==> src/rtl/cache_ctl_pkg.sv <==
package cache_ctl_pkg;

   typedef enum logic [2:0] {
      SEL_NONE0   = 3'd0,
      SEL_FLUSH   = 3'd1,
      SEL_CTRL    = 3'd2,
      SEL_CACHE   = 3'd3,
      SEL_UPDATE  = 3'd4,
      SEL_DISRUPT = 3'd5
   } reg_sel_e;

   typedef struct packed {
      logic cacheable;
      logic updateable;
      logic disruptive;
   } region_attr_t;

   localparam int MAP_COUNT = 3;

endpackage

==> src/rtl/cc_regbank.sv <==
module cc_regbank
   import cache_ctl_pkg::*;
#(
   parameter int             DATA_W      = 32,
   parameter int             MAP_W       = 32,
   parameter logic [DATA_W-1:0] CACHE_RST   = 32'hFC00_7FFF,
   parameter logic [DATA_W-1:0] UPDATE_RST  = 32'h0000_7FFF,
   parameter logic [DATA_W-1:0] DISRUPT_RST = 32'hF000_0000
) (
   input  logic              clk,
   input  logic              rst_n,
   input  logic              we,
   input  logic [2:0]        sel,
   input  logic [DATA_W-1:0] wdata,
   output logic [DATA_W-1:0] rdata,
   output logic [1:0]        ctrl,
   output logic [MAP_W-1:0]  map_cache,
   output logic [MAP_W-1:0]  map_update,
   output logic [MAP_W-1:0]  map_disrupt,
   output logic              flush_req
);

   localparam int CTRL_W = 2;

   generate
      if (MAP_W > DATA_W) begin : g_bad_width
         $error("cc_regbank: MAP_W must not exceed DATA_W");
      end
   endgenerate

   logic [CTRL_W-1:0] ctrl_q;
   logic [MAP_W-1:0]  map_q [MAP_COUNT];

   function automatic logic [MAP_W-1:0] rst_of(input int k);
      case (k)
         0:       return CACHE_RST[MAP_W-1:0];
         1:       return UPDATE_RST[MAP_W-1:0];
         default: return DISRUPT_RST[MAP_W-1:0];
      endcase
   endfunction

   always_ff @(posedge clk or negedge rst_n) begin
      if (!rst_n)
         ctrl_q <= '0;
      else if (we && sel == SEL_CTRL)
         ctrl_q <= wdata[CTRL_W-1:0];
   end

   generate
      for (genvar k = 0; k < MAP_COUNT; k++) begin : g_map
         always_ff @(posedge clk or negedge rst_n) begin
            if (!rst_n)
               map_q[k] <= rst_of(k);
            else if (we && sel == 3'(int'(SEL_CACHE) + k))
               map_q[k] <= wdata[MAP_W-1:0];
         end
      end
   endgenerate

   always_comb begin
      case (sel)
         SEL_CTRL:    rdata = DATA_W'(ctrl_q);
         SEL_CACHE:   rdata = DATA_W'(map_q[0]);
         SEL_UPDATE:  rdata = DATA_W'(map_q[1]);
         SEL_DISRUPT: rdata = DATA_W'(map_q[2]);
         default:     rdata = '0;
      endcase
   end

   assign ctrl        = ctrl_q;
   assign map_cache   = map_q[0];
   assign map_update  = map_q[1];
   assign map_disrupt = map_q[2];
   assign flush_req   = we && (sel == SEL_FLUSH);

   AST_CTRL_UPPER_ZERO: assert property (@(posedge clk) disable iff (!rst_n)
      (sel == SEL_CTRL) |-> (rdata[DATA_W-1:CTRL_W] == '0));

   AST_FLUSH_SEL_HOLDS: assert property (@(posedge clk) disable iff (!rst_n)
      (we && sel == SEL_FLUSH) |=> $stable(ctrl_q));

endmodule

==> src/rtl/cc_region_decode.sv <==
module cc_region_decode
   import cache_ctl_pkg::*;
#(
   parameter int ADDR_W     = 26,
   parameter int REGION_LSB = 21
) (
   input  logic                                   clk,
   input  logic                                   rst_n,
   input  logic                                   acc_valid,
   input  logic [ADDR_W-1:0]                      acc_addr,
   input  logic                                   cache_en,
   input  logic [(1 << (ADDR_W-REGION_LSB))-1:0]  map_cache,
   input  logic [(1 << (ADDR_W-REGION_LSB))-1:0]  map_update,
   input  logic [(1 << (ADDR_W-REGION_LSB))-1:0]  map_disrupt,
   output region_attr_t                           attr
);

   localparam int IDX_W = ADDR_W - REGION_LSB;

   generate
      if (IDX_W < 1 || IDX_W > 8) begin : g_bad_idx
         $error("cc_region_decode: region index width out of range");
      end
   endgenerate

   logic [IDX_W-1:0] idx;
   logic             unused_offset;

   assign idx           = acc_addr[ADDR_W-1:REGION_LSB];
   assign unused_offset = ^acc_addr[REGION_LSB-1:0];

   always_comb begin
      attr.cacheable  = acc_valid && cache_en && map_cache[idx];
      attr.updateable = acc_valid && map_update[idx];
      attr.disruptive = acc_valid && map_disrupt[idx];
   end

   AST_IDLE_NO_ATTR: assert property (@(posedge clk) disable iff (!rst_n)
      !acc_valid |-> (attr == '0));

   AST_OFF_NOT_CACHEABLE: assert property (@(posedge clk) disable iff (!rst_n)
      !cache_en |-> !attr.cacheable);

endmodule

==> src/rtl/cc_flush_merge.sv <==
module cc_flush_merge #(
   parameter int N_SRC   = 2,
   parameter bit REG_OUT = 1'b1
) (
   input  logic             clk,
   input  logic             rst_n,
   input  logic [N_SRC-1:0] src,
   output logic             pulse
);

   generate
      if (N_SRC < 1) begin : g_bad_src
         $error("cc_flush_merge: N_SRC must be at least 1");
      end
   endgenerate

   logic any_src;
   assign any_src = |src;

   generate
      if (REG_OUT) begin : g_reg
         logic pulse_q;
         always_ff @(posedge clk or negedge rst_n) begin
            if (!rst_n) pulse_q <= 1'b0;
            else        pulse_q <= any_src;
         end
         assign pulse = pulse_q;

         AST_PULSE_HAS_CAUSE: assert property (@(posedge clk) disable iff (!rst_n)
            pulse |-> $past(any_src));
      end else begin : g_comb
         assign pulse = any_src;
      end
   endgenerate

endmodule

==> src/rtl/cache_ctl_unit.sv <==
module cache_ctl_unit
   import cache_ctl_pkg::*;
#(
   parameter int               ADDR_W      = 26,
   parameter int               REGION_LSB  = 21,
   parameter int               DATA_W      = 32,
   parameter logic [DATA_W-1:0] CACHE_RST   = 32'hFC00_7FFF,
   parameter logic [DATA_W-1:0] UPDATE_RST  = 32'h0000_7FFF,
   parameter logic [DATA_W-1:0] DISRUPT_RST = 32'hF000_0000
) (
   input  logic              clk,
   input  logic              rst_n,
   input  logic              reg_we,
   input  logic [2:0]        reg_sel,
   input  logic [DATA_W-1:0] reg_wdata,
   output logic [DATA_W-1:0] reg_rdata,
   input  logic              acc_valid,
   input  logic              acc_write,
   input  logic [ADDR_W-1:0] acc_addr,
   output logic              cache_en,
   output logic              shared_xlat,
   output logic              flush_pulse,
   output logic              acc_cacheable,
   output logic              acc_updateable,
   output logic              acc_disruptive
);

   localparam int MAP_W = 1 << (ADDR_W - REGION_LSB);

   logic [1:0]       ctrl;
   logic [MAP_W-1:0] map_cache, map_update, map_disrupt;
   logic             sw_flush;
   region_attr_t     attr;
   logic [1:0]       flush_src;

   cc_regbank #(
      .DATA_W(DATA_W), .MAP_W(MAP_W),
      .CACHE_RST(CACHE_RST), .UPDATE_RST(UPDATE_RST), .DISRUPT_RST(DISRUPT_RST)
   ) u_regs (
      .clk(clk), .rst_n(rst_n), .we(reg_we), .sel(reg_sel), .wdata(reg_wdata),
      .rdata(reg_rdata), .ctrl(ctrl), .map_cache(map_cache),
      .map_update(map_update), .map_disrupt(map_disrupt), .flush_req(sw_flush)
   );

   cc_region_decode #(.ADDR_W(ADDR_W), .REGION_LSB(REGION_LSB)) u_decode (
      .clk(clk), .rst_n(rst_n), .acc_valid(acc_valid), .acc_addr(acc_addr),
      .cache_en(ctrl[0]), .map_cache(map_cache), .map_update(map_update),
      .map_disrupt(map_disrupt), .attr(attr)
   );

   assign flush_src = {sw_flush, acc_write && attr.disruptive};

   cc_flush_merge #(.N_SRC(2), .REG_OUT(1'b1)) u_flush (
      .clk(clk), .rst_n(rst_n), .src(flush_src), .pulse(flush_pulse)
   );

   assign cache_en       = ctrl[0];
   assign shared_xlat    = ctrl[1];
   assign acc_cacheable  = attr.cacheable;
   assign acc_updateable = attr.updateable;
   assign acc_disruptive = attr.disruptive;

   AST_SW_FLUSH_FOLLOWS: assert property (@(posedge clk) disable iff (!rst_n)
      (reg_we && reg_sel == 3'd1) |=> flush_pulse);

   AST_DISRUPT_WRITE_FLUSH: assert property (@(posedge clk) disable iff (!rst_n)
      (acc_valid && acc_write && acc_disruptive) |=> flush_pulse);

   AST_NO_SPURIOUS_FLUSH: assert property (@(posedge clk) disable iff (!rst_n)
      flush_pulse |-> $past((reg_we && reg_sel == 3'd1) ||
                            (acc_valid && acc_write && acc_disruptive)));

endmodule

==> config.mk <==
export PLATFORM = sky130hd
export DESIGN_NAME = cache_ctl_unit
export DESIGN_NICKNAME = d
export VERILOG_FILES = /design/src/rtl/cache_ctl_pkg.sv /design/src/rtl/cc_regbank.sv /design/src/rtl/cc_region_decode.sv /design/src/rtl/cc_flush_merge.sv /design/src/rtl/cache_ctl_unit.sv
export SDC_FILE = /design/constraint.sdc
export NUM_CORES = 1
export LEC_CHECK = 0
export BUFFER_PORTS_ARGS = -buffer_cell sky130_fd_sc_hd__clkbuf_2
export CAP_MARGIN = 0
export CORE_MARGIN = 1.5
export CORE_UTILIZATION = 35
export CTS_CLUSTER_DIAMETER = 40
export DETAILED_ROUTE_END_ITERATION = 6
export SLEW_MARGIN = 40
export SYNTH_ARGS = -nofsm -noshare
export SYNTH_HDL_FRONTEND = slang
export SYNTH_HIERARCHICAL = 1
export SYNTH_SLANG_ARGS = --single-unit
==> constraint.sdc <==
create_clock -name clk -period 2.5 [get_ports clk]
set_input_delay 0.125 -clock clk [delete_from_list [all_inputs] [get_ports clk]]
set_output_delay 0.125 -clock clk [all_outputs]
set_load 0.01 [all_outputs]
Yosys cells after proc, flatten, opt, wreduce, memory -nomap -nowiden. Index checks and enable logic that the tools add are counted.

Add/sub/neg operators: 0. Multipliers: 0. Div/mod/pow operators: 0. Magnitude comparators: 1. Eq/ne operators: 5. Shift operators: 0. Multiplexer cells: 7. Bitwise gates (word level): 0. Reductions and logical operators: 11.

Operators with widths (number): 32-bit case mux with 4 select lines (1); 1-bit binary-select mux with 5-bit select (3); 1-bit logical AND (10); 3-bit by 2-bit equality test with 1-bit output (second input constant) (2); 3-bit equality test (second input constant) (2); 5-bit by 6-bit less-than comparator with 1-bit output (second input constant) (1); 3-bit by 1-bit equality test with 1-bit output (second input constant) (1); 1-bit two-way mux (3); 2-bit OR reduction (1).

Bits in registers: 99. Bits in latches: 0. RAM bits: 0. Memory bits (read-only): 0. Bits of input ports: 66. Output and inout bits: 38. Word-level logic and storage cells: 29. Memories: 0.

Logic depth before layout (Yosys ltp).
Depth in word-level cells: 5. Gate-level depth with buffers: 10. Depth with buffers taken out: 7.

Hierarchy. Netlist, hierarchy kept.

Modules (own cells, without submodules): cc_regbank (times used 1, cells an instance 290, area an instance 4415.5 µm², seq. area each 2502.4 µm²); cc_region_decode (times used 1, cells an instance 76, area an instance 878.3 µm², seq. area each 0.0 µm²); cc_flush_merge (times used 1, cells an instance 2, area an instance 31.3 µm², seq. area each 25.0 µm²); cache_ctl_unit (times used 1, cells an instance 1, area an instance 6.3 µm², seq. area each 0.0 µm²).

Worst setup path before layout. No wires, ideal clock.

Kind: register -> register. Start point: register u_regs.map_q, in the netlist u_regs/map_disrupt[24]. End point: register u_flush.g_reg.pulse_q, in the netlist u_flush/pulse. Library setup time: 0.124 ns. Arrival: 1.806 ns. Required time: 2.376 ns. Path slack: 0.569 ns. Cell stages (with the launch flop): 8. Buffers on the path: 0. Clock period less this slack: 1.931 ns. Cell sequence: dfrtp_1 > mux4_2 > nor2b_1 > a211oi_1 > o21ai_1 > and4_1 > and2_1 > or2_1.

Cells in the longest elaborated chain, start to end: 5.

Ends and longest elaborated chain: start: declaration (RTL line cc_regbank.sv:32) `logic [MAP_W-1:0] map_q [MAP_COUNT];`; start signal: indexed assignment (RTL line cc_regbank.sv:53) `map_q[k] <= rst_of(k);`; start signal: indexed assignment (RTL line cc_regbank.sv:55) `map_q[k] <= wdata[MAP_W-1:0];`; 1-bit binary-select mux with 5-bit select (RTL line cc_region_decode.sv:35) `attr.disruptive = acc_valid && map_disrupt[idx];`; 1-bit two-way mux (not written as such) (RTL line cc_region_decode.sv:35); 1-bit logical AND (RTL line cc_region_decode.sv:35); via acc_disruptive (RTL line cache_ctl_unit.sv:25) `output logic acc_disruptive`; 1-bit logical AND (RTL line cache_ctl_unit.sv:51) `assign flush_src = {sw_flush, acc_write && attr.disruptive};`; via flush_src[0] (RTL line cache_ctl_unit.sv:34) `logic [1:0] flush_src;`; 2-bit OR reduction (RTL line cc_flush_merge.sv:18) `assign any_src = |src;`; via u_flush.any_src (RTL line cc_flush_merge.sv:17) `logic any_src;`; end signal: assignment (RTL line cc_flush_merge.sv:25) `else pulse_q <= any_src;`; end: declaration (RTL line cc_flush_merge.sv:22) `logic pulse_q;`.

The timed path passes the listed nets, and every way through them passes these cells. The select of a mux whose other input is x is not followed. A chain may end at the register's enable or synchronous reset.

Worst setup path in the final report.
Start point: register u_regs.map_q, in the netlist u_regs/map_disrupt[26]. End point: output port acc_disruptive.

Cells in the longest elaborated chain, start to end: 3.

Ends and longest elaborated chain (RTL line): 1-bit binary-select mux with 5-bit select (cc_region_decode.sv:35); 1-bit two-way mux (not written as such) (cc_region_decode.sv:35); 1-bit logical AND (cc_region_decode.sv:35); end: declaration (cache_ctl_unit.sv:25).

Every way passes these cells. The select of a mux whose other input is x is not followed.

==> run metrics <==
Worst EP arrival=2.17 ns; hold path depth=2; clk buf depth=2; Crit path largest cell delay=0.45 ns; Rel. slew slack=51.8%; share of cells above drive strength 1=52.7%; r2r endpoint=u_flush/pulse$_DFF_PN0_; total track usage=17.8%; syn_nets=435; drt first pass iters=4; hold path start=reg_wdata[21]; post-route cell area=6270 um^2; status=finished clean; Top delay family on crit path=multiplexers; Routed met3 length=647 um; Antenna Nets Post-Route=0; Met1 Routed Length=6.12 mm; post-layout min period=2.29 ns; cell count after placement=624; CP required=2.38 ns; Final Slew Violations=0; Crit Reg-Reg Startpoint=u_regs/map_disrupt[26]$_DFFE_PN0P_; max-cap violations=0; Cells after Synth=369; initial drt markers=194; highest metal used=met4; Post-CTS Setup Repair Bufs=0; met2 WL=6.21 mm; CTS tree=yes; Hold Vio Cnt, Final=0; FF-to-FF setup slack=0.40 ns; port buffer count=82; # rows=44; die width=126 um; TNS Setup=0 ns; Initial Utilization=36.3%; CTS Buf Count=9; synth-to-layout area growth=17.6%; f_max=436 MHz; Skew-Pair Late Insertion Delay=0.35 ns; Startpoint Class=flop; worst hold path type=input port to flop; CTS sink count=99; clk root buf=clkbuf_16; fin cells=641; Syn Std Cell Area=5330 um^2; Ys Warns=6; Detailed Place HPWL=9.39 mm; drt wl/cell=20.7 um; first-pass GRT wire length=21.5 mm; Main synth FF type=dfrtp_1; CP endpoint kind=output pin; CTS clk-pin slew, worst paths=0.06 ns; CORE AREA=14700 um^2; total die area=16000 um^2; Critical-path top delay cell=mux4_2; I/O pin count=104; post-synth cell types=34; critical path class=flop to output pin; Worst-Margin Slew=0.723 ns; H-tree Lvls=3; grt ovf=0; Fin Clk Skew=0.00415 ns; number of fill cells=1391; n_diodes=0; FF-to-FF path depth=7; leak pwr=2.73 nW; Post-synth ARST share=100%; vias in the first global route=3724; VDD IR max=455 uV; Nets=518; crit-path cells=mux4_2 -> nor2b_1 -> a211oi_1 -> o21ai_1 -> and4_1 -> clkbuf_2; worst hold endpoint=u_regs/map_update[21]$_DFFE_PN0P_; DRC Markers=0; Final setup violation count=0; power per cell area=771 nW/um^2; Area after DPL=5950 um^2; detailed-route wire length=13.3 mm; Buffers & Inverters on Critical Path=1; per-instance average area after synthesis=14.4 um^2; largest net degree at the start of global routing=38; Vias=3513; Vias/cell=5.48; RSZ-0062 raised after global routing=false; gpl congestion=0.777; period utilization=91.7%; Chip Height=126 um; worst-path maximum fanout=3; initial antenna violation count=0; sequential area share after synthesis=47.4%; Yosys reg bits=99; Post-synth EDFFs=0
## where the power goes
| group | internal, mW | switching (mW) |
|---|---|---|
| clock | 0.829 | 0.596 |
| combinational | 0.606 | 0.455 |
| sequential | 2.06 | 0.283 |
| total | 3.50 | 1.33 |
## kinds of logic after synthesis
group | Yosys count | share of synthesized area, %
AO/OA/AOI/OAI | 50 | 7.46
multiplexers | 165 | 38.3
AND/OR/NAND/NOR | 27 | 3.33
buffers and inverters | 28 | 3.50
flip-flops | 99 | 47.4
## synth_stat cells (all sizes together) (5+ instances only)
cell type  number  area (um^2)
nor2b           7         43.8
dfrtp          59         1480
buf            23          164
nand2           5         18.8
mux2          100         1130
dfstp          40         1050
o21ai           5         25.0
mux4           20          465
a211oi          5         37.5
o2bb2ai        30          263
mux2i          45          450
## flip-flops by register name, summed over array words and instances, names as in the netlist
signal	count
u_regs/map_disrupt	32
u_regs/ctrl	2
u_regs/map_update	32
u_regs/map_cache	32
u_flush/pulse	1
## how the worst max path moves through the flow
stage,slack [ns],depth (start not counted),startpoint,endpoint
2_1_floorplan,0.57,7,u_regs/map_disrupt[24]$_DFFE_PN0P_,u_flush/pulse$_DFF_PN0_
3_3_place_gp,0.26,7,acc_addr[22],acc_cacheable
3_5_place_dp,0.24,8,acc_addr[22],u_flush/pulse$_DFF_PN0_
4_1_cts,0.18,6,u_regs/map_disrupt[26]$_DFFE_PN0P_,acc_disruptive
5_1_grt,0.005,6,u_regs/map_disrupt[26]$_DFFE_PN0P_,acc_disruptive
6_report,0.21,6,u_regs/map_disrupt[26]$_DFFE_PN0P_,acc_disruptive
## layout by cell type (no fill, tap or decap), drive strengths merged, types with 2 or more instances in the layout
| cell type | count |
|---|---|
| mux2 | 100 |
| clkbuf | 93 |
| dfrtp | 59 |
| mux2i | 45 |
| dfstp | 40 |
| o2bb2ai | 30 |
| mux4 | 20 |
| buf | 17 |
| nor2b | 7 |
| a211oi | 5 |
| nand2 | 5 |
| o21ai | 5 |
| a22oi | 4 |
| clkinv | 3 |
| and2 | 2 |
| nor2 | 2 |
| a31oi | 2 |
| and4 | 2 |
| nand2b | 2 |
| o22ai | 2 |
| nand4b | 2 |
| nor4bb | 2 |
## what timing repair did
action	4_1_cts	5_1_grt
resized for setup	0	0
hold buffers	1	0
hold endpoints to repair	19	0
## through the flow
step | hold WS, ns | power, mW | util (%) | setup slack (ns)
after global placement | 0.115 | 3.40 | 40.5 | 0.264
after detailed placement | 0.126 | 3.44 | 40.5 | 0.242
after global routing | 0.0153 | 5.11 | 42.6 | 0.00539
after CTS | 0.0125 | 4.89 | 42.6 | 0.178
final | 0.0150 | 4.83 | 42.6 | 0.209
after floorplan | -0.171 | 3.02 | - | 0.569
## final cells by class
class	count	area (um^2)	share of cell area, %
timing repair buffer	99	568	9.06
sequential	99	2530	40.3
multi-input combinational	242	2630	42.0
clock buffer	12	256	4.09
inverter	1	3.75	0.0599
tap	184	230	3.67
clock inverter	4	48.8	0.779
## layer usage
metal,track usage (%),vias to the layer above
met1,23.9,1819
met4,6.36,0
met2,27.4,78
met3,5.36,22
met5,0,-
li1,-,1594
(Power assumes the default switching activity.)
